`src/rtl/scsi_irq_pkg.sv`:
```
package scsi_irq_pkg;
   // register addresses
   localparam int unsigned ADR_CMD  = 3;
   localparam int unsigned ADR_STAT = 4;
   localparam int unsigned ADR_INTR = 5;
   localparam int unsigned ADR_SEQ  = 6;
   localparam int unsigned ADR_CFG  = 8;
   localparam int unsigned ADR_CST  = 9;

   // status bits
   localparam int unsigned ST_INT = 7;
   localparam int unsigned ST_TC  = 4;
   localparam logic [2:0]  PH_STATUS = 3'd3;

   // interrupt cause bits
   localparam int unsigned IC_RST = 7;
   localparam int unsigned IC_DC  = 5;
   localparam int unsigned IC_BS  = 4;
   localparam int unsigned IC_FC  = 3;

   localparam logic [2:0] SEQ_DONE = 3'd4;

   localparam int unsigned CMD_DMA_BIT   = 7;
   localparam int unsigned CFG_QUIET_BIT = 6;
   localparam logic [7:0]  CFG_RESET     = 8'h07;

   typedef enum logic [6:0] {
      OP_NOP     = 7'h00,
      OP_FLUSH   = 7'h01,
      OP_SOFTRST = 7'h02,
      OP_BUSRST  = 7'h03
   } sis_op_e;
endpackage

```
`src/rtl/sis_xfer_count.sv`:
```
module sis_xfer_count #(
   parameter int unsigned NBYTES = 3
)(
   input  logic                clk,
   input  logic                rst_n,
   input  logic                sclr,
   input  logic [NBYTES-1:0]   wr_sel,
   input  logic [7:0]          wdata,
   input  logic                reload,
   input  logic                zero,
   output logic [NBYTES*8-1:0] live,
   output logic                hi_written
);
   localparam int unsigned HI = NBYTES - 1;

   for (genvar b = 0; b < NBYTES; b++) begin : g_byte
      logic [7:0] shadow_q;
      logic [7:0] live_q;
      always_ff @(posedge clk or negedge rst_n) begin
         if (!rst_n) begin
            shadow_q <= '0;
            live_q   <= '0;
         end else if (sclr) begin
            shadow_q <= '0;
            live_q   <= '0;
         end else begin
            if (wr_sel[b]) shadow_q <= wdata;
            if (zero)        live_q <= '0;
            else if (reload) live_q <= shadow_q;
         end
      end
      assign live[b*8 +: 8] = live_q;
   end

   always_ff @(posedge clk or negedge rst_n) begin
      if (!rst_n)         hi_written <= 1'b0;
      else if (sclr)      hi_written <= 1'b0;
      else if (wr_sel[HI]) hi_written <= 1'b1;
   end
endmodule

```
`src/rtl/sis_irq_core.sv`:
```
module sis_irq_core
   import scsi_irq_pkg::*;
(
   input  logic       clk,
   input  logic       rst_n,
   input  logic       sclr,
   input  logic       rd_intr,
   input  logic       cnt_wr,
   input  logic       flush,
   input  logic       busrst,
   input  logic       quiet,
   input  logic       ev_fc,
   input  logic       ev_bs,
   input  logic       ev_dc,
   input  logic       done,
   input  logic [7:0] done_st,
   output logic [7:0] stat_q,
   output logic [7:0] intr_q,
   output logic [2:0] seq_q,
   output logic [7:0] cst_q,
   output logic       def_q,
   output logic       report,
   output logic       irq
);
   logic [7:0] stat_d, intr_d, cst_d, defst_q, defst_d, rpt_st;
   logic [2:0] seq_d;
   logic       def_d;
   logic       int_busy;

   // pending interrupt that survives this cycle's cause read
   assign int_busy = stat_q[ST_INT] && !(rd_intr && !def_q);

   always_comb begin
      stat_d  = stat_q;
      intr_d  = intr_q;
      seq_d   = seq_q;
      cst_d   = cst_q;
      def_d   = def_q;
      defst_d = defst_q;
      report  = 1'b0;
      rpt_st  = defst_q;
      if (rd_intr) begin
         intr_d         = '0;
         stat_d[ST_INT] = 1'b0;
         stat_d[ST_TC]  = 1'b0;
         seq_d          = SEQ_DONE;
         if (def_q) begin
            report = 1'b1;
            rpt_st = defst_q;
            def_d  = 1'b0;
         end
      end
      if (cnt_wr) stat_d[ST_TC] = 1'b0;
      if (flush) begin
         intr_d         = '0;
         intr_d[IC_FC]  = 1'b1;
         seq_d          = '0;
      end
      if (busrst) begin
         intr_d         = '0;
         intr_d[IC_RST] = 1'b1;
         if (!quiet) stat_d[ST_INT] = 1'b1;
      end
      if (done) begin
         if (int_busy) begin
            def_d   = 1'b1;
            defst_d = done_st;
         end else begin
            report = 1'b1;
            rpt_st = done_st;
         end
      end
      if (report) begin
         stat_d         = '0;
         stat_d[ST_INT] = 1'b1;
         stat_d[ST_TC]  = 1'b1;
         stat_d[2:0]    = PH_STATUS;
         intr_d         = '0;
         intr_d[IC_BS]  = 1'b1;
         seq_d          = '0;
         cst_d          = rpt_st;
      end
      if (ev_fc || ev_bs || ev_dc) begin
         intr_d[IC_FC]  = intr_d[IC_FC] | ev_fc;
         intr_d[IC_BS]  = intr_d[IC_BS] | ev_bs;
         intr_d[IC_DC]  = intr_d[IC_DC] | ev_dc;
         stat_d[ST_INT] = 1'b1;
      end
   end

   always_ff @(posedge clk or negedge rst_n) begin
      if (!rst_n) begin
         stat_q <= '0; intr_q <= '0; seq_q <= '0; cst_q <= '0;
         def_q  <= 1'b0; defst_q <= '0;
      end else if (sclr) begin
         stat_q <= '0; intr_q <= '0; seq_q <= '0; cst_q <= '0;
         def_q  <= 1'b0; defst_q <= '0;
      end else begin
         stat_q <= stat_d; intr_q <= intr_d; seq_q <= seq_d; cst_q <= cst_d;
         def_q  <= def_d;  defst_q <= defst_d;
      end
   end

   assign irq = stat_q[ST_INT];
endmodule

```
`src/rtl/scsi_irq_status.sv`:
```
module scsi_irq_status
   import scsi_irq_pkg::*;
#(
   parameter int unsigned ADDR_W    = 4,
   parameter int unsigned CNT_BYTES = 3,
   parameter logic [7:0]  CHIP_ID   = 8'hA2
)(
   input  logic              clk,
   input  logic              rst_n,
   input  logic              reg_wr,
   input  logic              reg_rd,
   input  logic [ADDR_W-1:0] reg_addr,
   input  logic [7:0]        reg_wdata,
   output logic [7:0]        reg_rdata,
   input  logic              ev_func_done,
   input  logic              ev_bus_service,
   input  logic              ev_disconnect,
   input  logic              ev_cmd_done,
   input  logic [7:0]        cmd_done_status,
   output logic              irq
);
   localparam int unsigned HI_IDX = CNT_BYTES - 1;

   if (ADDR_W < 4) begin : g_bad_addr_w
      $error("scsi_irq_status: ADDR_W must be at least 4");
   end
   if (CNT_BYTES < 1 || CNT_BYTES > 3) begin : g_bad_cnt
      $error("scsi_irq_status: CNT_BYTES must be 1 to 3");
   end

   logic [CNT_BYTES-1:0]   cnt_sel;
   logic [CNT_BYTES*8-1:0] live_cnt;
   logic                   cnt_wr, wr_cmd, wr_cfg, rd_intr;
   logic                   soft_clr, do_reload, do_flush, do_busrst, report;
   sis_op_e                op;
   logic [7:0]             cfg_q, cmd_q, rdata_q, rd_mux;
   logic [7:0]             stat_q, intr_q, cst_q;
   logic [2:0]             seq_q;
   logic                   def_pend, hi_written;

   for (genvar b = 0; b < CNT_BYTES; b++) begin : g_sel
      assign cnt_sel[b] = reg_wr && (reg_addr == ADDR_W'(b));
   end

   assign cnt_wr    = |cnt_sel;
   assign wr_cmd    = reg_wr && (reg_addr == ADDR_W'(ADR_CMD));
   assign wr_cfg    = reg_wr && (reg_addr == ADDR_W'(ADR_CFG));
   assign rd_intr   = reg_rd && (reg_addr == ADDR_W'(ADR_INTR));
   assign op        = sis_op_e'(reg_wdata[6:0]);
   assign soft_clr  = wr_cmd && (op == OP_SOFTRST);
   assign do_reload = wr_cmd && reg_wdata[CMD_DMA_BIT];
   assign do_flush  = wr_cmd && (op == OP_FLUSH);
   assign do_busrst = wr_cmd && (op == OP_BUSRST);

   always_ff @(posedge clk or negedge rst_n) begin
      if (!rst_n) begin
         cfg_q <= CFG_RESET;
         cmd_q <= '0;
      end else if (soft_clr) begin
         cfg_q <= CFG_RESET;
         cmd_q <= '0;
      end else begin
         if (wr_cfg) cfg_q <= reg_wdata;
         if (wr_cmd) cmd_q <= reg_wdata;
      end
   end

   sis_xfer_count #(.NBYTES(CNT_BYTES)) u_cnt (
      .clk        (clk),
      .rst_n      (rst_n),
      .sclr       (soft_clr),
      .wr_sel     (cnt_sel),
      .wdata      (reg_wdata),
      .reload     (do_reload),
      .zero       (report),
      .live       (live_cnt),
      .hi_written (hi_written)
   );

   sis_irq_core u_core (
      .clk     (clk),
      .rst_n   (rst_n),
      .sclr    (soft_clr),
      .rd_intr (rd_intr),
      .cnt_wr  (cnt_wr),
      .flush   (do_flush),
      .busrst  (do_busrst),
      .quiet   (cfg_q[CFG_QUIET_BIT]),
      .ev_fc   (ev_func_done),
      .ev_bs   (ev_bus_service),
      .ev_dc   (ev_disconnect),
      .done    (ev_cmd_done),
      .done_st (cmd_done_status),
      .stat_q  (stat_q),
      .intr_q  (intr_q),
      .seq_q   (seq_q),
      .cst_q   (cst_q),
      .def_q   (def_pend),
      .report  (report),
      .irq     (irq)
   );

   always_comb begin
      rd_mux = '0;
      for (int b = 0; b < CNT_BYTES; b++) begin
         if (reg_addr == ADDR_W'(b)) rd_mux = live_cnt[b*8 +: 8];
      end
      if (reg_addr == ADDR_W'(HI_IDX) && !hi_written) rd_mux = CHIP_ID;
      if (reg_addr == ADDR_W'(ADR_CMD))  rd_mux = cmd_q;
      if (reg_addr == ADDR_W'(ADR_STAT)) rd_mux = stat_q;
      if (reg_addr == ADDR_W'(ADR_INTR)) rd_mux = intr_q;
      if (reg_addr == ADDR_W'(ADR_SEQ))  rd_mux = {5'b0, seq_q};
      if (reg_addr == ADDR_W'(ADR_CFG))  rd_mux = cfg_q;
      if (reg_addr == ADDR_W'(ADR_CST))  rd_mux = cst_q;
   end

   always_ff @(posedge clk or negedge rst_n) begin
      if (!rst_n)      rdata_q <= '0;
      else if (reg_rd) rdata_q <= rd_mux;
   end

   assign reg_rdata = rdata_q;
endmodule

```
`config.mk`:
```
export PLATFORM = sky130hd
export DESIGN_NAME = scsi_irq_status
export DESIGN_NICKNAME = d
export VERILOG_FILES = /design/src/rtl/scsi_irq_pkg.sv /design/src/rtl/sis_xfer_count.sv /design/src/rtl/sis_irq_core.sv /design/src/rtl/scsi_irq_status.sv
export SDC_FILE = /design/constraint.sdc
export NUM_CORES = 1
export LEC_CHECK = 0
export BUFFER_PORTS_ARGS = -buffer_cell sky130_fd_sc_hd__clkbuf_2
export CORE_ASPECT_RATIO = 2
export CORE_MARGIN = 10
export CORE_UTILIZATION = 35
export CTS_BUF_LIST = sky130_fd_sc_hd__clkbuf_8
export DETAILED_ROUTE_END_ITERATION = 6
export SLEW_MARGIN = 20
export SYNTH_ARGS = -nofsm -noshare
export SYNTH_HDL_FRONTEND = slang
export SYNTH_HIERARCHICAL = 1
export SYNTH_SLANG_ARGS = --single-unit
```
`constraint.sdc`:
```
create_clock -name clk -period 2.15 [get_ports clk]
set_input_delay 0.43 -clock clk [delete_from_list [all_inputs] [get_ports clk]]
set_output_delay 0.43 -clock clk [all_outputs]
set_load 0.01 [all_outputs]
```
# Yosys cells after proc, flatten, opt, wreduce, memory -nomap -nowiden
# Index checks and enable logic that the tools add are counted.
[totals]
regBits = 109
out_inout_bits = 9
wordCells = 130
in_bits = 28
[op_classes]
mux = 64
eq_ne = 11
bitwise_logic = 3
reduce_logical = 33
[op_table]
columns = ["op", "count"]
rows = [
  ["2-to-1 mux 8 bit", 43],
  ["2-to-1 mux 1 bit", 16],
  ["nonzero test 2 bit", 8],
  ["2-to-1 mux 3 bit", 5],
  ["== test 7 x 2 -> 1 bit (second input constant)", 2],
  ["logical AND 1 bit", 13],
  ["== test 4 x 3 -> 1 bit (second input constant)", 3],
  ["== test 4 x 2 -> 1 bit (second input constant)", 2],
  ["== test 4 bit (second input constant)", 2],
  ["nonzero test 4 bit", 2],
  ["== test 7 x 1 -> 1 bit (second input constant)", 1],
  ["nonzero test 5 bit", 1],
  ["== test 4 x 1 -> 1 bit (second input constant)", 1],
  ["logical NOT 4 bit", 1],
  ["logical NOT 1 bit", 3],
  ["bitwise OR 1 bit", 3],
  ["nonzero test 3 bit", 1],
  ["OR reduction 3 bit", 1],
  ["logical OR 1 bit", 2],
  ["AND reduction 2 bit", 1],
]

# Logic depth before layout (Yosys ltp)
[depth]
word_depth = 11
mapped_depth = 12
ltp_nobuf = 7

# By module
# Netlist, hierarchy kept.
[modules_own_cells]
columns = ["module", "instances", "area_per_inst_um2", "seq_area_each_um2", "cells_per_inst"]
rows = [
  ["sis_xfer_count", 1, 2008.2, 1226.2, 160],
  ["scsi_irq_status", 1, 1891.8, 604.3, 217],
  ["sis_irq_core", 1, 1313.8, 625.6, 123],
]

# Least setup slack after synthesis
# Ideal clock, no wire load.
[synth_path]
kind = "input to register"
startpoint = "input reg_addr[3]"
endpoint = "register u_core.intr_q[5]"
path_slack_ns = -0.131
setup_time_ns = 0.122
t_required_ns = 2.028
arrival_ns = 2.159
path_stages = 10
path_buffers = 4
cell_sequence = "or3b_1 > clkbuf_1 > nor2_1 > buf_4 > nand3_2 > inv_1 > buf_2 > inv_1 > buf_4 > a32o_1"
[synth_between]
word_cells_on_any_way = 20
classes_between = "2 x eq/ne; 9 x mux; 1 x bitwise; 8 x reduce/logical"
[synth_rtl]
columns = ["item", "line", "text"]
rows = [
  ["from (decl)", "scsi_irq_status.sv:12", "input logic [ADDR_W-1:0] reg_addr,"],
  ["== test 4 x 2 -> 1 bit", "scsi_irq_status.sv:46", "assign wr_cmd = reg_wr && (reg_addr == ADDR_W'(ADR_CMD));"],
  ["logical AND 1 bit", "scsi_irq_status.sv:46", ""],
  ["logical AND 1 bit", "scsi_irq_status.sv:50", "assign soft_clr = wr_cmd && (op == OP_SOFTRST);"],
  ["via soft_clr", "scsi_irq_status.sv:34", "logic soft_clr, do_reload, do_flush, do_busrst, report;"],
  ["2-to-1 mux 8 bit", "sis_irq_core.sv:95", "end else if (sclr) begin"],
  ["to (signal assigned)", "sis_irq_core.sv:99", "stat_q <= stat_d; intr_q <= intr_d; seq_q <= seq_d; cst_q <= cst_d;"],
  ["to (decl)", "sis_irq_core.sv:18", "output logic [7:0] intr_q,"],
]
# The timed path passes the listed nets, and every way through them passes these cells. The select of a mux whose other input is x is not followed.
# A chain may end at the register's enable or synchronous reset.

# Worst setup path after layout
[layout_path]
startpoint = "register u_cnt.hi_written"
endpoint = "register rdata_q[6] (netlist: reg_rdata[6])"
[layout_between]
elab_chain_len = 9
[layout_rtl]
columns = ["item", "line", "text"]
rows = [
  ["from (decl)", "sis_xfer_count.sv:12", "output logic hi_written"],
  ["from (signal assigned)", "sis_xfer_count.sv:36", "if (!rst_n) hi_written <= 1'b0;"],
  ["from (signal assigned)", "sis_xfer_count.sv:37", "else if (sclr) hi_written <= 1'b0;"],
  ["from (signal assigned)", "sis_xfer_count.sv:38", "else if (wr_sel[HI]) hi_written <= 1'b1;"],
  ["logical NOT 1 bit", "scsi_irq_status.sv:108", "if (reg_addr == ADDR_W'(HI_IDX) && !hi_written) rd_mux = CHIP_ID;"],
  ["logical AND 1 bit", "scsi_irq_status.sv:108", ""],
  ["2-to-1 mux 8 bit", "scsi_irq_status.sv:108", ""],
  ["2-to-1 mux 8 bit", "scsi_irq_status.sv:109", "if (reg_addr == ADDR_W'(ADR_CMD)) rd_mux = cmd_q;"],
  ["2-to-1 mux 8 bit", "scsi_irq_status.sv:110", "if (reg_addr == ADDR_W'(ADR_STAT)) rd_mux = stat_q;"],
  ["2-to-1 mux 8 bit", "scsi_irq_status.sv:111", "if (reg_addr == ADDR_W'(ADR_INTR)) rd_mux = intr_q;"],
  ["2-to-1 mux 8 bit", "scsi_irq_status.sv:112", "if (reg_addr == ADDR_W'(ADR_SEQ)) rd_mux = {5'b0, seq_q};"],
  ["2-to-1 mux 8 bit", "scsi_irq_status.sv:113", "if (reg_addr == ADDR_W'(ADR_CFG)) rd_mux = cfg_q;"],
  ["2-to-1 mux 8 bit", "scsi_irq_status.sv:114", "if (reg_addr == ADDR_W'(ADR_CST)) rd_mux = cst_q;"],
  ["to (signal assigned)", "scsi_irq_status.sv:119", "else if (reg_rd) rdata_q <= rd_mux;"],
  ["to (decl)", "scsi_irq_status.sv:36", "logic [7:0] cfg_q, cmd_q, rdata_q, rd_mux;"],
]
# Every way passes these cells.

==> run_results.csv <==
group,metric,value,unit
status,status,"finished clean",
yosys,synthTopCellsByArea,"dfrtp_1, mux2i_1, nor2_1",
clocking,cts-htree-levels,3,
final_layout,ff_latch_area,0.00246,mm^2
detailed_routing,avgViaCountPerCell,5.38,
pwr,seqPwrFrac,0.556,
yosys,async_flop_share,1.00,
timing,fin_crit,1.74,ns
detailed_routing,drtIter0Drc,280,
critical_path,cp-startpoint,"u_cnt/hi_written",
yosys,synth_top_area_cell,"dfrtp_1",
final_layout,fillCellCount,1474,
critical_path,reg2reg_slack,0.41,ns
clocking,cts_root_buf,"clkbuf_8",
yosys,synth_cells,500,
critical_path,crit_fanout,5,
place,dp_cells,734,
global_route,grt_overflow,0,
critical_path,end_kind,"register",
pwr,internal-power,3.00,mW
timing,hold_viol_final,0,
yosys,syn_area_per_cell,10.4,um^2
timing,finalCritPeriodShare,0.808,
clocking,path_clk_slew,0.09,ns
place,globalplace.congestion,0.891,
clocking,cts_max_path_buffers,2,
pwr,pwr-share-comb,0.180,
global_route,track_usage,0.153,
clocking,worstSkewPairLatency,0.39,ns
pwr,power.switching,1.34,mW
global_route,grt_first_pass_wirelength,24200,um
critical_path,r2r_start,"u_cnt/hi_written",
clocking,cts_num_sinks,98,
critical_path,rr_worst_depth,4,
detailed_routing,vias,4038,
critical_path,cp_data_arrival_time,1.98,ns
pwr,pwr_density_cell,727,mW/mm^2
final_layout,fin_cells,751,
floorplanning,rows,63,
final_layout,nets,579,
floorplanning,fp.coreArea,0.0147,mm^2
pwr,clkPwrFrac,0.264,
floorplanning,ios,37,
critical_path,critPathRequiredTime,2.39,ns
critical_path,r2r_end,"reg_rdata[6]",
yosys,ys_seq_area_frac,0.471,
yosys,ys.flop_type,"dfrtp_1",
pwr,swShare,0.308,
critical_path,crit_end,"reg_rdata[6]",
yosys,synth_cell_types,58,
clocking,cts_buffers,9,
yosys,ys_warn_count,6,
detailed_routing,wirelength,15300,um
clocking,cts_tree,"done",
pwr,power,4.34,mW
timing,setup_viol,0,
critical_path,start_kind,"register",
timing,max_freq,576,MHz
flow_run,drv_cap,0,
detailed_routing,ant_nets,0,
critical_path,path_class,"reg -> reg",
yosys,synth_edf_count,0,
pwr,p_leak,2.55,nW
yosys,synth_seq_cells,98,
yosys,synth_top_area_frac,0.456,
place,hpwl,11800,um
global_route,grt_max_degree,45,
global_route,grt_pass1_vias,4301,
global_route,antenna_found_initial,0,
floorplanning,die_h,193,um
timing,finalMaxSlewViolations,0,
place,port_buffers,36,
floorplanning,start_util,0.354,
timing,rsz0062_at_grt,"no",
floorplanning,die-area,0.0205,mm^2
timing,tns,0,ns
detailed_routing,drcViolationCount,0,
final_layout,layout-area-overhead-vs-synth,14.4,%
pwr,irDropWorstVdd,333,uV
final_layout,drive_gt1_frac,0.243,
final_layout,multi_input_area,0.00245,mm^2
yosys,syn_area,0.00521,mm^2
floorplanning,die-width,106,um
min_path,hold_path.class,"in -> reg",
detailed_routing,dr.pass1.iters,5,
final_layout,n_antenna_cell,0,
detailed_routing,wl_per_cell,20.4,um
timing,clock_skew,0.0135,ns
## layout make-up
type | instances | area share
Clock buffer | 10 | 0.0231
Clock inverter | 6 | 0.00692
Inverter | 9 | 0.00566
Multi-Input combinational cell | 353 | 0.411
Sequential cell | 98 | 0.412
Tap cell | 195 | 0.0409
Timing Repair Buffer | 80 | 0.101
## worst min path at each step
stage | start | end | depth (start not counted)
2_1_floorplan | rst_n | cfg_q[3] | 0
3_3_place_gp | rst_n | u_cnt/g_byte[0].live_q[7] | 1
3_5_place_dp | rst_n | u_cnt/g_byte[0].live_q[7] | 1
4_1_cts | ev_disconnect | u_core/intr_q[5] | 2
5_1_grt | ev_func_done | u_core/intr_q[3] | 3
6_report | ev_disconnect | u_core/intr_q[5] | 2
## critical path: stages, from the launching register on
cell and delay [ns]:
dfrtp_1 0.45, and2_1 0.27, a221o_1 0.36, a221oi_1 0.33, o311ai_0 0.20
## cells by family after synthesis
group,count (synthesis),synth area share
flip-flops,98,0.471
buffers and inverters,58,0.0658
other,1,0.000719
AND/OR/NAND/NOR,168,0.178
AO/OA/AOI/OAI,105,0.147
multiplexers,70,0.138
## power groups by stage
stage | Combinational, mW | Clock, mW | Sequential [mW]
global route | 0.873 | 1.23 | 2.45
CTS | 0.788 | 1.17 | 2.41
detailed placement | 0.782 | 0 | 2.45
finish | 0.779 | 1.15 | 2.41
floorplan | 0.526 | 0 | 2.36
global placement | 0.753 | 0 | 2.43
## flip-flops by register name, summed over array words and instances (netlist names)
| signal | flops |
|---|---|
| u_core/seq_q | 1 |
| cmd_q | 8 |
| u_core/def_q | 1 |
| cfg_q | 8 |
| u_core/intr_q | 4 |
| u_cnt/hi_written | 1 |
| u_cnt/g_byte.shadow_q | 24 |
| u_core/defst_q | 8 |
| u_cnt/g_byte.live_q | 24 |
| u_core/cst_q | 8 |
| reg_rdata | 8 |
| u_core/stat_q | 3 |
## synthesized netlist by cell type, drive strengths merged (4+ instances only)
master  instances
a211oi         11
a21oi          24
a221o           4
a221oi          4
a22o            8
buf            40
clkbuf          9
dfrtp          95
inv             8
mux2           14
mux2i          56
nand2          15
nand2b         20
nand3          13
nand3b          8
nor2           69
nor2b           5
nor3           13
nor4            5
o21ai           7
o221ai         12
o22ai          10
o311ai          5
## what timing repair did
action,in CTS,in global routing
setup buffers,0,0
hold buffers,1,0
hold endpoints to repair,27,0
gates resized for setup,0,0
## metal layers
metal | vias to the layer above | wire length (um) | GRT usage
met1 | 2012 | 5460 | 0.145
li1 | 1895 | - | -
met5 | - | 0 | 0
met4 | 0 | 476 | 0.0723
met2 | 104 | 8930 | 0.309
met3 | 27 | 438 | 0.0214
## stage by stage
stage	worst slack, ns	util	hold slack, ns	cell area [um^2]
after detailed placement	0.0217	0.392	0.399	5780
after global routing	0.279	0.405	0.287	5960
final	0.413	0.405	0.285	5960
after global placement	0.0438	0.392	0.394	5780
after floorplan	0.00572	-	0.134	5260
after CTS	0.380	0.405	0.276	5960
## layout by cell type (no fill, tap or decap), types with 6 or more instances in the layout
cell	n
dfrtp_1	95
nor2_1	58
nand2b_1	20
nor3_1	11
mux2i_1	56
clkbuf_2	35
a21oi_1	24
mux2_2	14
clkbuf_8	10
conb_1	10
buf_12	7
buf_4	37
nand2_1	15
nor2_2	10
a211oi_1	11
inv_1	6
o221ai_1	12
a22o_1	8
o21ai_0	7
nand3b_1	8
o22ai_1	10
nand3_1	11
Note: power is estimated with default switching activity, not from simulation.
